===== src/rtl/perfmon_pkg.sv =====
package perfmon_pkg;

    localparam int DATA_W  = 32;
    localparam int SEL_W   = 8;
    localparam int ADDR_W  = 2;
    localparam int NUM_CNT = 3;

    // counter slot order inside packed vectors
    localparam int SLOT_CYC = 0;
    localparam int SLOT_EV0 = 1;
    localparam int SLOT_EV1 = 2;

    localparam logic [ADDR_W-1:0] ADR_CTRL = 2'd0;
    localparam logic [ADDR_W-1:0] ADR_CYC  = 2'd1;
    localparam logic [ADDR_W-1:0] ADR_EV0  = 2'd2;
    localparam logic [ADDR_W-1:0] ADR_EV1  = 2'd3;

    localparam logic [SEL_W-1:0] CODE_NONE = 8'hFF;

    // control word bit positions
    localparam int B_RUN     = 0;
    localparam int B_CLR_EV  = 1;
    localparam int B_CLR_CY  = 2;
    localparam int B_SLOW    = 3;
    localparam int B_IE_EV0  = 4;
    localparam int B_IE_EV1  = 5;
    localparam int B_IE_CY   = 6;
    localparam int B_OV_EV0  = 8;
    localparam int B_OV_EV1  = 9;
    localparam int B_OV_CY   = 10;
    localparam int SEL0_LSB  = 12;
    localparam int SEL1_LSB  = 20;

    typedef struct packed {
        logic                      run;
        logic                      slow;
        logic [NUM_CNT-1:0]        irq_en;
        logic [NUM_CNT-1:0]        ovf;
        logic [1:0][SEL_W-1:0]     sel;
    } ctrl_t;

    localparam ctrl_t CTRL_RESET = '{
        run:    1'b0,
        slow:   1'b0,
        irq_en: '0,
        ovf:    '0,
        sel:    {CODE_NONE, CODE_NONE}
    };

    function automatic logic [DATA_W-1:0] pack_ctrl(input ctrl_t c);
        logic [DATA_W-1:0] w;
        w                              = '0;
        w[B_RUN]                       = c.run;
        w[B_SLOW]                      = c.slow;
        w[B_IE_CY]                     = c.irq_en[SLOT_CYC];
        w[B_IE_EV0]                    = c.irq_en[SLOT_EV0];
        w[B_IE_EV1]                    = c.irq_en[SLOT_EV1];
        w[B_OV_CY]                     = c.ovf[SLOT_CYC];
        w[B_OV_EV0]                    = c.ovf[SLOT_EV0];
        w[B_OV_EV1]                    = c.ovf[SLOT_EV1];
        w[SEL0_LSB +: SEL_W]           = c.sel[0];
        w[SEL1_LSB +: SEL_W]           = c.sel[1];
        return w;
    endfunction

    function automatic logic [NUM_CNT-1:0] ovf_bits(input logic [DATA_W-1:0] w);
        logic [NUM_CNT-1:0] m;
        m[SLOT_CYC] = w[B_OV_CY];
        m[SLOT_EV0] = w[B_OV_EV0];
        m[SLOT_EV1] = w[B_OV_EV1];
        return m;
    endfunction

    function automatic logic [NUM_CNT-1:0] ie_bits(input logic [DATA_W-1:0] w);
        logic [NUM_CNT-1:0] m;
        m[SLOT_CYC] = w[B_IE_CY];
        m[SLOT_EV0] = w[B_IE_EV0];
        m[SLOT_EV1] = w[B_IE_EV1];
        return m;
    endfunction

endpackage


===== src/rtl/perfmon_ctrl.sv =====
module perfmon_ctrl
    import perfmon_pkg::*;
(
    input  logic                clk,
    input  logic                rst,
    input  logic                wr,
    input  logic [DATA_W-1:0]   wdata,
    input  logic [NUM_CNT-1:0]  wrap,
    output ctrl_t               ctrl,
    output logic                clr_evt,
    output logic                clr_cyc
);

    ctrl_t              ctrl_q;
    logic [NUM_CNT-1:0] clr_mask;
    logic               unused_bits;

    assign unused_bits = ^{wdata[DATA_W-1:28], wdata[11], wdata[7]};

    assign clr_evt  = wr & wdata[B_CLR_EV];
    assign clr_cyc  = wr & wdata[B_CLR_CY];
    assign clr_mask = wr ? ovf_bits(wdata) : '0;

    always_ff @(posedge clk) begin
        if (rst) begin
            ctrl_q <= CTRL_RESET;
        end else begin
            if (wr) begin
                ctrl_q.run    <= wdata[B_RUN];
                ctrl_q.slow   <= wdata[B_SLOW];
                ctrl_q.irq_en <= ie_bits(wdata);
                ctrl_q.sel[0] <= wdata[SEL0_LSB +: SEL_W];
                ctrl_q.sel[1] <= wdata[SEL1_LSB +: SEL_W];
            end
            // a wrap in the same clock as a clear keeps the flag
            ctrl_q.ovf <= (ctrl_q.ovf & ~clr_mask) | wrap;
        end
    end

    assign ctrl = ctrl_q;

endmodule


===== src/rtl/perfmon_prescale.sv =====
module perfmon_prescale #(
    parameter int DIV = 64
) (
    input  logic clk,
    input  logic rst,
    input  logic clr,
    input  logic run,
    output logic tick
);

    localparam int PS_W = (DIV > 1) ? $clog2(DIV) : 1;
    localparam logic [PS_W-1:0] LAST = PS_W'(DIV - 1);

    logic [PS_W-1:0] ps_q;

    assign tick = run && (ps_q == LAST);

    always_ff @(posedge clk) begin
        if (rst || clr) begin
            ps_q <= '0;
        end else if (run) begin
            ps_q <= (ps_q == LAST) ? '0 : ps_q + 1'b1;
        end
    end

endmodule


===== src/rtl/perfmon_evsel.sv =====
module perfmon_evsel
    import perfmon_pkg::*;
#(
    parameter int NUM_STROBES = 32
) (
    input  logic [SEL_W-1:0]       code,
    input  logic [NUM_STROBES-1:0] strobes,
    output logic                   hit
);

    always_comb begin
        hit = 1'b0;
        if (code != CODE_NONE) begin
            for (int i = 0; i < NUM_STROBES; i++) begin
                if (code == SEL_W'(i)) hit = strobes[i];
            end
        end
    end

endmodule


===== src/rtl/perfmon_counter.sv =====
module perfmon_counter
    import perfmon_pkg::*;
(
    input  logic              clk,
    input  logic              rst,
    input  logic              clr,
    input  logic              ld,
    input  logic [DATA_W-1:0] ld_val,
    input  logic              inc,
    output logic [DATA_W-1:0] count,
    output logic              wrap
);

    logic [DATA_W-1:0] cnt_q;

    assign wrap  = inc && !clr && !ld && (cnt_q == '1);
    assign count = cnt_q;

    always_ff @(posedge clk) begin
        if (rst || clr) begin
            cnt_q <= '0;
        end else if (ld) begin
            cnt_q <= ld_val;
        end else if (inc) begin
            cnt_q <= cnt_q + 1'b1;
        end
    end

endmodule


===== src/rtl/perfmon_unit.sv =====
module perfmon_unit
    import perfmon_pkg::*;
#(
    parameter int NUM_STROBES = 32,
    parameter int SLOW_DIV    = 64
) (
    input  logic                   clk,
    input  logic                   rst,
    input  logic [ADDR_W-1:0]      bus_addr,
    input  logic                   bus_we,
    input  logic [DATA_W-1:0]      bus_wdata,
    output logic [DATA_W-1:0]      bus_rdata,
    input  logic [NUM_STROBES-1:0] evt_strobe,
    output logic                   irq
);

    ctrl_t                          ctrl_q;
    logic                           clr_evt;
    logic                           clr_cyc;
    logic                           slow_tick;
    logic [1:0]                     ev_hit;
    logic [NUM_CNT-1:0]             inc;
    logic [NUM_CNT-1:0]             clr;
    logic [NUM_CNT-1:0]             ld;
    logic [NUM_CNT-1:0]             wrap_q;
    logic [NUM_CNT-1:0][DATA_W-1:0] cnt_q;

    perfmon_ctrl u_ctrl (
        .clk     (clk),
        .rst     (rst),
        .wr      (bus_we && bus_addr == ADR_CTRL),
        .wdata   (bus_wdata),
        .wrap    (wrap_q),
        .ctrl    (ctrl_q),
        .clr_evt (clr_evt),
        .clr_cyc (clr_cyc)
    );

    perfmon_prescale #(.DIV(SLOW_DIV)) u_prescale (
        .clk  (clk),
        .rst  (rst),
        .clr  (clr_cyc),
        .run  (ctrl_q.run),
        .tick (slow_tick)
    );

    for (genvar e = 0; e < 2; e++) begin : g_evsel
        perfmon_evsel #(.NUM_STROBES(NUM_STROBES)) u_evsel (
            .code    (ctrl_q.sel[e]),
            .strobes (evt_strobe),
            .hit     (ev_hit[e])
        );
    end

    assign inc[SLOT_CYC] = ctrl_q.run && (!ctrl_q.slow || slow_tick);
    assign inc[SLOT_EV0] = ctrl_q.run && ev_hit[0];
    assign inc[SLOT_EV1] = ctrl_q.run && ev_hit[1];

    assign clr[SLOT_CYC] = clr_cyc;
    assign clr[SLOT_EV0] = clr_evt;
    assign clr[SLOT_EV1] = clr_evt;

    for (genvar g = 0; g < NUM_CNT; g++) begin : g_cnt
        assign ld[g] = bus_we && (bus_addr == ADDR_W'(g + 1));

        perfmon_counter u_counter (
            .clk    (clk),
            .rst    (rst),
            .clr    (clr[g]),
            .ld     (ld[g]),
            .ld_val (bus_wdata),
            .inc    (inc[g]),
            .count  (cnt_q[g]),
            .wrap   (wrap_q[g])
        );
    end

    always_comb begin
        case (bus_addr)
            ADR_CTRL: bus_rdata = pack_ctrl(ctrl_q);
            ADR_CYC:  bus_rdata = cnt_q[SLOT_CYC];
            ADR_EV0:  bus_rdata = cnt_q[SLOT_EV0];
            default:  bus_rdata = cnt_q[SLOT_EV1];
        endcase
    end

    assign irq = |(ctrl_q.ovf & ctrl_q.irq_en);

endmodule


===== config.mk =====
export PLATFORM = sky130hd
export DESIGN_NAME = perfmon_unit
export DESIGN_NICKNAME = d
export VERILOG_FILES = /design/src/rtl/perfmon_pkg.sv /design/src/rtl/perfmon_ctrl.sv /design/src/rtl/perfmon_prescale.sv /design/src/rtl/perfmon_evsel.sv /design/src/rtl/perfmon_counter.sv /design/src/rtl/perfmon_unit.sv
export SDC_FILE = /design/constraint.sdc
export NUM_CORES = 1
export LEC_CHECK = 0
export BUFFER_PORTS_ARGS = -buffer_cell sky130_fd_sc_hd__buf_2
export CORE_ASPECT_RATIO = 0.5
export CORE_MARGIN = 2
export CORE_UTILIZATION = 40
export CTS_CLUSTER_SIZE = 25
export DETAILED_ROUTE_END_ITERATION = 10
export PLACE_DENSITY = 0.66
export SLEW_MARGIN = 20
export SYNTH_ARGS = -nofsm -noshare
export SYNTH_HDL_FRONTEND = slang
export SYNTH_SLANG_ARGS = --single-unit

===== constraint.sdc =====
create_clock -name clk -period 3 [get_ports clk]
set_clock_uncertainty 0.1 [all_clocks]
set_input_delay 0.6 -clock clk [delete_from_list [all_inputs] [get_ports clk]]
set_output_delay 0.6 -clock clk [all_outputs]
set_load 0.1 [all_outputs]

### Word level (Yosys, flattened, before mapping)

Cells that the tools add are included.

| word-level totals | value |
|---|---|
| bits in registers | 126 |
| bits in latches | 0 |
| memory bits (writable) | 0 |
| memory bits (read-only) | 0 |
| bits of input ports | 69 |
| output and inout port bits | 33 |
| logic and storage cells | 199 |
| memories | 0 |

| operators by class | value |
|---|---|
| $add $sub $neg | 4 |
| multipliers | 0 |
| div/mod/pow operators | 0 |
| magnitude comparators | 0 |
| eq/ne operators | 71 |
| shifts and indexed selects | 0 |
| muxes and demuxes | 75 |
| bitwise gates (word level) | 6 |
| reduce and logical (&&, ||, !) cells | 33 |

Operators with widths:

| cell | number |
|---|---|
| == test 8 x 5 -> 1 bit (second input constant) | 32 |
| 2-to-1 mux 32 bit | 6 |
| == test 8 x 4 -> 1 bit (second input constant) | 16 |
| adder 32 x 1 -> 32 bit (second input constant) | 3 |
| == test 32 bit (second input constant) | 3 |
| case mux 32 bit (3 select lines) | 1 |
| 2-to-1 mux 1 bit | 66 |
| == test 8 x 3 -> 1 bit (second input constant) | 8 |
| == test 8 x 2 -> 1 bit (second input constant) | 4 |
| logical AND 1 bit | 17 |
| == test 8 x 1 -> 1 bit (second input constant) | 2 |
| logical NOT 8 bit | 2 |
| inequality test 8 bit (second input constant) | 2 |
| adder 6 x 1 -> 6 bit (second input constant) | 1 |
| AND 3 bit | 2 |
| == test 6 bit (second input constant) | 1 |
| logical NOT 1 bit | 6 |
| 2-to-1 mux 6 bit | 1 |
| nonzero test 2 bit | 3 |
| == test 2 bit (second input constant) | 2 |
| logical OR 1 bit | 3 |
| 2-to-1 mux 3 bit | 1 |
| inverter 3 bit | 1 |
| OR 3 bit | 1 |
| other kinds (4) | 5 |

### Logic depth before layout (Yosys ltp)

| depth | value |
|---|---|
| depth in word-level cells | 39 |
| depth in mapped cells | 11 |
| depth with buffers taken out | 9 |

### By module

A second synthesis with hierarchy kept.

| second synthesis, totals | value |
|---|---|
| cells, all modules | 1021 |
| area total of the unflattened synthesis | 8838.5 um^2 |

By module, submodules not included:

| module | times used | cells an instance | area each (um^2) | seq. area each (um^2) |
|---|---|---|---|---|
| perfmon_counter | 3 | 229 | 1848.0 | 640.6 |
| perfmon_evsel | 2 | 80 | 606.8 | 0.0 |
| perfmon_ctrl | 1 | 83 | 905.9 | 480.5 |
| perfmon_unit | 1 | 61 | 899.6 | 0.0 |
| perfmon_prescale | 1 | 30 | 275.3 | 120.1 |

### Worst setup path after synthesis

Ideal clock, no wire load.

| timing | value |
|---|---|
| path kind | input to output |
| from | input bus_addr[1] |
| to | output bus_rdata[11] |
| data arrival time | 2584 ps |
| data required time | 2300 ps |
| slack | -284 ps |
| stages on the path | 4 |
| path buffers | 3 |
| cells stage by stage | clkbuf_1 > buf_1 > clkbuf_1 > a22o_1 |

| on the way | value |
|---|---|
| longest elaborated chain between the ends | 2 |
| elaborated cells between the ends (all ways) | 4 |
| those cells by class | 2 x eq/ne; 1 x mux; 1 x reduce/logical |

RTL lines:

| what | line | source |
|---|---|---|
| start, declared | perfmon_unit.sv:9 | `input logic [ADDR_W-1:0] bus_addr,` |
| == test 2 bit (tied with other cells) | perfmon_unit.sv:79 | `case (bus_addr)` |
| case mux 32 bit (3 select lines) (*) | perfmon_unit.sv:79 |  |
| end, declared | perfmon_unit.sv:12 | `output logic [DATA_W-1:0] bus_rdata,` |

Mark *: on every way between the ends. The rest lies on a longest branch, timed or not.

### Worst setup path in the final report

| timing | value |
|---|---|
| from | register u_ctrl.ctrl[4] (netlist name) |
| to | register g_cnt[1].u_counter.cnt_q[27] |

| on the way | value |
|---|---|
| longest elaborated chain between the ends | 36 |
| elaborated cells between the ends (all ways) | 68 |
| those cells by class | 32 x eq/ne; 33 x mux; 3 x reduce/logical |

RTL lines:

| what | line | source |
|---|---|---|
| logical NOT 8 bit | perfmon_evsel.sv:15 | `if (code == SEL_W'(i)) hit = strobes[i];` |
| 2-to-1 mux 1 bit (32 in series) | perfmon_evsel.sv:15 |  |
| 2-to-1 mux 1 bit (*) | perfmon_evsel.sv:13 | `if (code != CODE_NONE) begin` |
| logical AND 1 bit (*) | perfmon_unit.sv:56 | `assign inc[SLOT_EV0] = ctrl_q.run && ev_hit[0];` |
| nonzero test 2 bit (no line) (*) | - |  |
| end signal, assigned | perfmon_counter.sv:23 | `cnt_q <= ld_val;` |
| end signal, assigned | perfmon_counter.sv:25 | `cnt_q <= cnt_q + 1'b1;` |
| end, declared | perfmon_counter.sv:14 | `logic [DATA_W-1:0] cnt_q;` |

Marked as above.
A chain may end at the register's enable or synchronous reset.

==> out/metrics.csv <==
stage,metric,value,unit
grt,vias in the first global route,7959,
critical_path,reg2reg setup slack,0.08,ns
placed_design,Place WS,0.07064,ns
placed_design,Final HPWL DP,20080,um
detailed_routing,DRT iter0 DRCs,762,
critical_path,FF-to-FF path depth,9,
critical_path,Reg2Reg Capture Point,g_cnt[1].u_counter.count[27],
min_path,HP Start,bus_wdata[27],
cells_and_area,share of cells above drive strength 1,24.06,%
sta,hold slack,0.3372,ns
synth,Post-Synthesis Cells,990,
detailed_routing,drc violations,0,
run,Max-Cap Viols,0,
synth,async set-reset flop share out of synthesis,0,%
sta,period utilization,97.27,%
placed_design,placed cell count,1330,
detailed_routing,metal3 WL,1850,um
sta,final setup vio count,0,
floorplanning,Die Span Y,105.7,um
grt,Tot GR Track Use,25.50,%
synth,Yosys top cell area share,30.48,%
synth,"Seq/Total Area, Yosys",30.48,%
detailed_routing,DR WL/cell,20.48,um
clocking,H-tree depth,4,
min_path,Worst Hold End,u_ctrl.ctrl[15],
floorplanning,Initial Util,40.54,%
grt,global route overflow,0,
synth,most area-hungry cell type in the Yosys netlist,dfxtp_1,
synth,simple-gate share of the synthesized area,20.82,%
power,maximum vdd drop,0.0004018,V
synth,yosys warns,0,
clocking,Root Buffer,clkbuf_16,
sta,Setup TNS Final,0,ns
clocking,worst skew pair latency,0.42,ns
cells_and_area,area added between synthesis and finish,23.01,%
placed_design,port buffer count,101,
synth,ys flop type,dfxtp_1,
synth,Post-Syn Area,8277,um2
synth,post-synthesis adder-cell area fraction,0.6047,%
detailed_routing,final WL,28000,um
sta,Slew @ Worst Pin,0.9341,ns
sta,Pins Over Slew Limit,0,
cells_and_area,# fillers,1917,
detailed_routing,ANT nets after route,0,
cells_and_area,final std cells w/o fill,1367,
synth,synth top area cells,"dfxtp_1 (30%), mux4_2 (7.1%), xor2_1 (5.1%)",
cells_and_area,NumNets Final,1153,
clocking,Clock Path Buffers,2,
critical_path,worst path required time,3.24,ns
power,Leak,3.601,nW
detailed_routing,met2 wire len,12430,um
critical_path,Setup crit start kind,register,
min_path,WHS Path Cells,2,
detailed_routing,Vias/cell,6.038,
synth,largest family of logic cells by synthesized area,compound AO/OA/AOI/OAI gates,
critical_path,arrival time worst endpoint,3.16,ns
sta,achievable frequency,342.7,MHz
floorplanning,die area,21930,um2
floorplanning,Core Rows,37,
sta,final hold vios,0,
clocking,clk slew on worst S/H paths,0.07,ns
sta,slew margin rel.,37.59,%
floorplanning,Top-Level Pins,102,
clocking,Inserted Clock Buffers,17,
floorplanning,Die Wd,207.4,um
grt,initial antenna violation count,0,
synth,mux share of post-synthesis cell area,10.66,%
synth,Yosys cell types,69,
sta,Setup WS post-layout,0.08190,ns
critical_path,element type at the critical path end,register,
clocking,CTS tree,yes,
detailed_routing,Pre-antenna DRT Iters,5,
critical_path,Crit Reg-Reg Startpoint,u_ctrl.ctrl[4],
synth,Syn Area/Cell,8.360,um2
detailed_routing,highest metal used,met4,
detailed_routing,via count,8254,
synth,Post-Synth XOR/XNOR Area,9.735,%
synth,Synth Area in Compound Gates,22.98,%
sta,Tmin final,2.918,ns
placed_design,GP Congestion,0.8906,
critical_path,CP Class,reg2reg,
grt,global-route wire length before repair,44130,um
clocking,clock sinks,126,
outcome,run status,finished clean,
floorplanning,Core ar.,20420,um2
synth,"EDFF count, synth",0,
critical_path,Crit Path Max Fanout,12,
synth,Yosys reg bits,126,
power,Cell Pwr Density,505.7,nW/um2
min_path,worst hold path type,in2reg,
synth,syn_nets,1063,
grt,largest net degree at the start of global routing,67,
clocking,Hold Buf Count CTS,0,
detailed_routing,met1 WL,13120,um
cells_and_area,post-layout util,49.87,%
-- metrics by stage --
step | power [mW] | cell area, um2
after floorplan | 2.455 | 8289
after global placement | 2.731 | 9375
after detailed placement | 2.744 | 9375
after CTS | 5.147 | 10060
after global routing | 5.301 | 10180
final | 5.149 | 10180
-- where the power goes --
group,total [mW],switching (mW),leakage (nW),internal [mW]
clock network,2.42,0.817,0.330,1.61
logic,0.860,0.565,2.25,0.294
registers,1.86,0.111,1.03,1.75
total,5.15,1.49,3.60,3.66
-- kinds of logic after synthesis --
| kind of cell | Yosys count |
|---|---|
| AND/OR/NAND/NOR | 332 |
| AO/OA/AOI/OAI | 284 |
| flip-flops | 126 |
| buffers and inverters | 98 |
| XOR/XNOR | 92 |
| multiplexers | 54 |
| adder cells (fa/ha/maj) | 4 |
-- cells in the final DEF (no fill, tap or decap), drive strengths merged, types with 16 or more instances in the layout --
cell      n
a211oi   50
xnor2    44
a211o    21
nand3    43
inv      20
o21ai    72
xor2     48
nor2     73
a21oi    73
nor3     16
nand2    70
buf     148
mux4     26
dfxtp   126
clkbuf   20
and3     17
nand4    34
-- what timing repair did --
action	in CTS	in global routing
setup endpoints to repair	0	22
gates resized for setup	0	14
buffers inserted	0	3
-- layer usage --
layer  GRT usage (%)  vias up
met4           8.878        0
met3           3.665       60
met1           35.72     3987
li1                -     3878
met5               0        -
met2           40.19      329
-- layout make-up --
cell class              count  area (um2)  share of cell area, %
multi-input cells         766        5434                  53.37
clock buffers              19       452.9                  4.449
inverters                  20       75.07                 0.7374
repair buffers            149        1109                  10.89
clock inverters            13       235.2                  2.310
flip-flops and latches    126        2531                  24.86
diodes                      1       2.502                0.02458
well taps                 273       341.6                  3.355
-- critical path, stage by stage (launching register included) --
cell,delay [ns]
dfxtp_2,0.35
or4_1,0.52
or2_1,0.27
a221oi_2,0.18
o211a_1,0.23
o21ai_4,0.12
buf_12,0.20
and2_1,0.19
or4_1,0.50
a31oi_1,0.17
-- synth_stat cells, types with 6 or more instances --
| library cell | instances |
|---|---|
| nor2_1 | 72 |
| nor3_1 | 16 |
| dfxtp_1 | 126 |
| xor2_1 | 48 |
| a211oi_1 | 50 |
| o21ai_0 | 63 |
| o21ai_1 | 9 |
| nand2_1 | 70 |
| buf_1 | 8 |
| and2_1 | 9 |
| and4_1 | 8 |
| nand4_1 | 34 |
| mux4_2 | 26 |
| nand3b_1 | 7 |
| a211o_1 | 21 |
| a21oi_1 | 72 |
| mux2_2 | 13 |
| o211ai_1 | 6 |
| a2111oi_2 | 10 |
| o22ai_1 | 7 |
| nand2b_1 | 13 |
| inv_1 | 19 |
| nor2b_1 | 12 |
| nand3_1 | 43 |
| a31oi_1 | 6 |
| a22o_1 | 9 |
| mux2i_1 | 15 |
| xnor2_1 | 44 |
| and3_1 | 17 |
| clkbuf_1 | 56 |
| buf_2 | 13 |
-- how the worst max path moves through the flow --
stage / start / slack [ns] / endpoint
after floorplan: bus_addr[0] / 0.06 / bus_rdata[10]
after global placement: u_ctrl.ctrl[8] / 0.12 / g_cnt[2].u_counter.count[23]
after detailed placement: u_ctrl.ctrl[4] / 0.07 / g_cnt[1].u_counter.count[27]
after CTS: u_ctrl.ctrl[4] / 0.04 / g_cnt[1].u_counter.count[27]
after global routing: u_ctrl.ctrl[7] / -0.05 / g_cnt[1].u_counter.count[27]
final: u_ctrl.ctrl[4] / 0.08 / g_cnt[1].u_counter.count[27]
-- state kept, by name, indices dropped and copies added (netlist names) --
register               cells
u_prescale.ps_q            6
g_cnt.u_counter.count     96
u_ctrl.ctrl               24
Note: power is estimated with default switching activity, not from simulation.
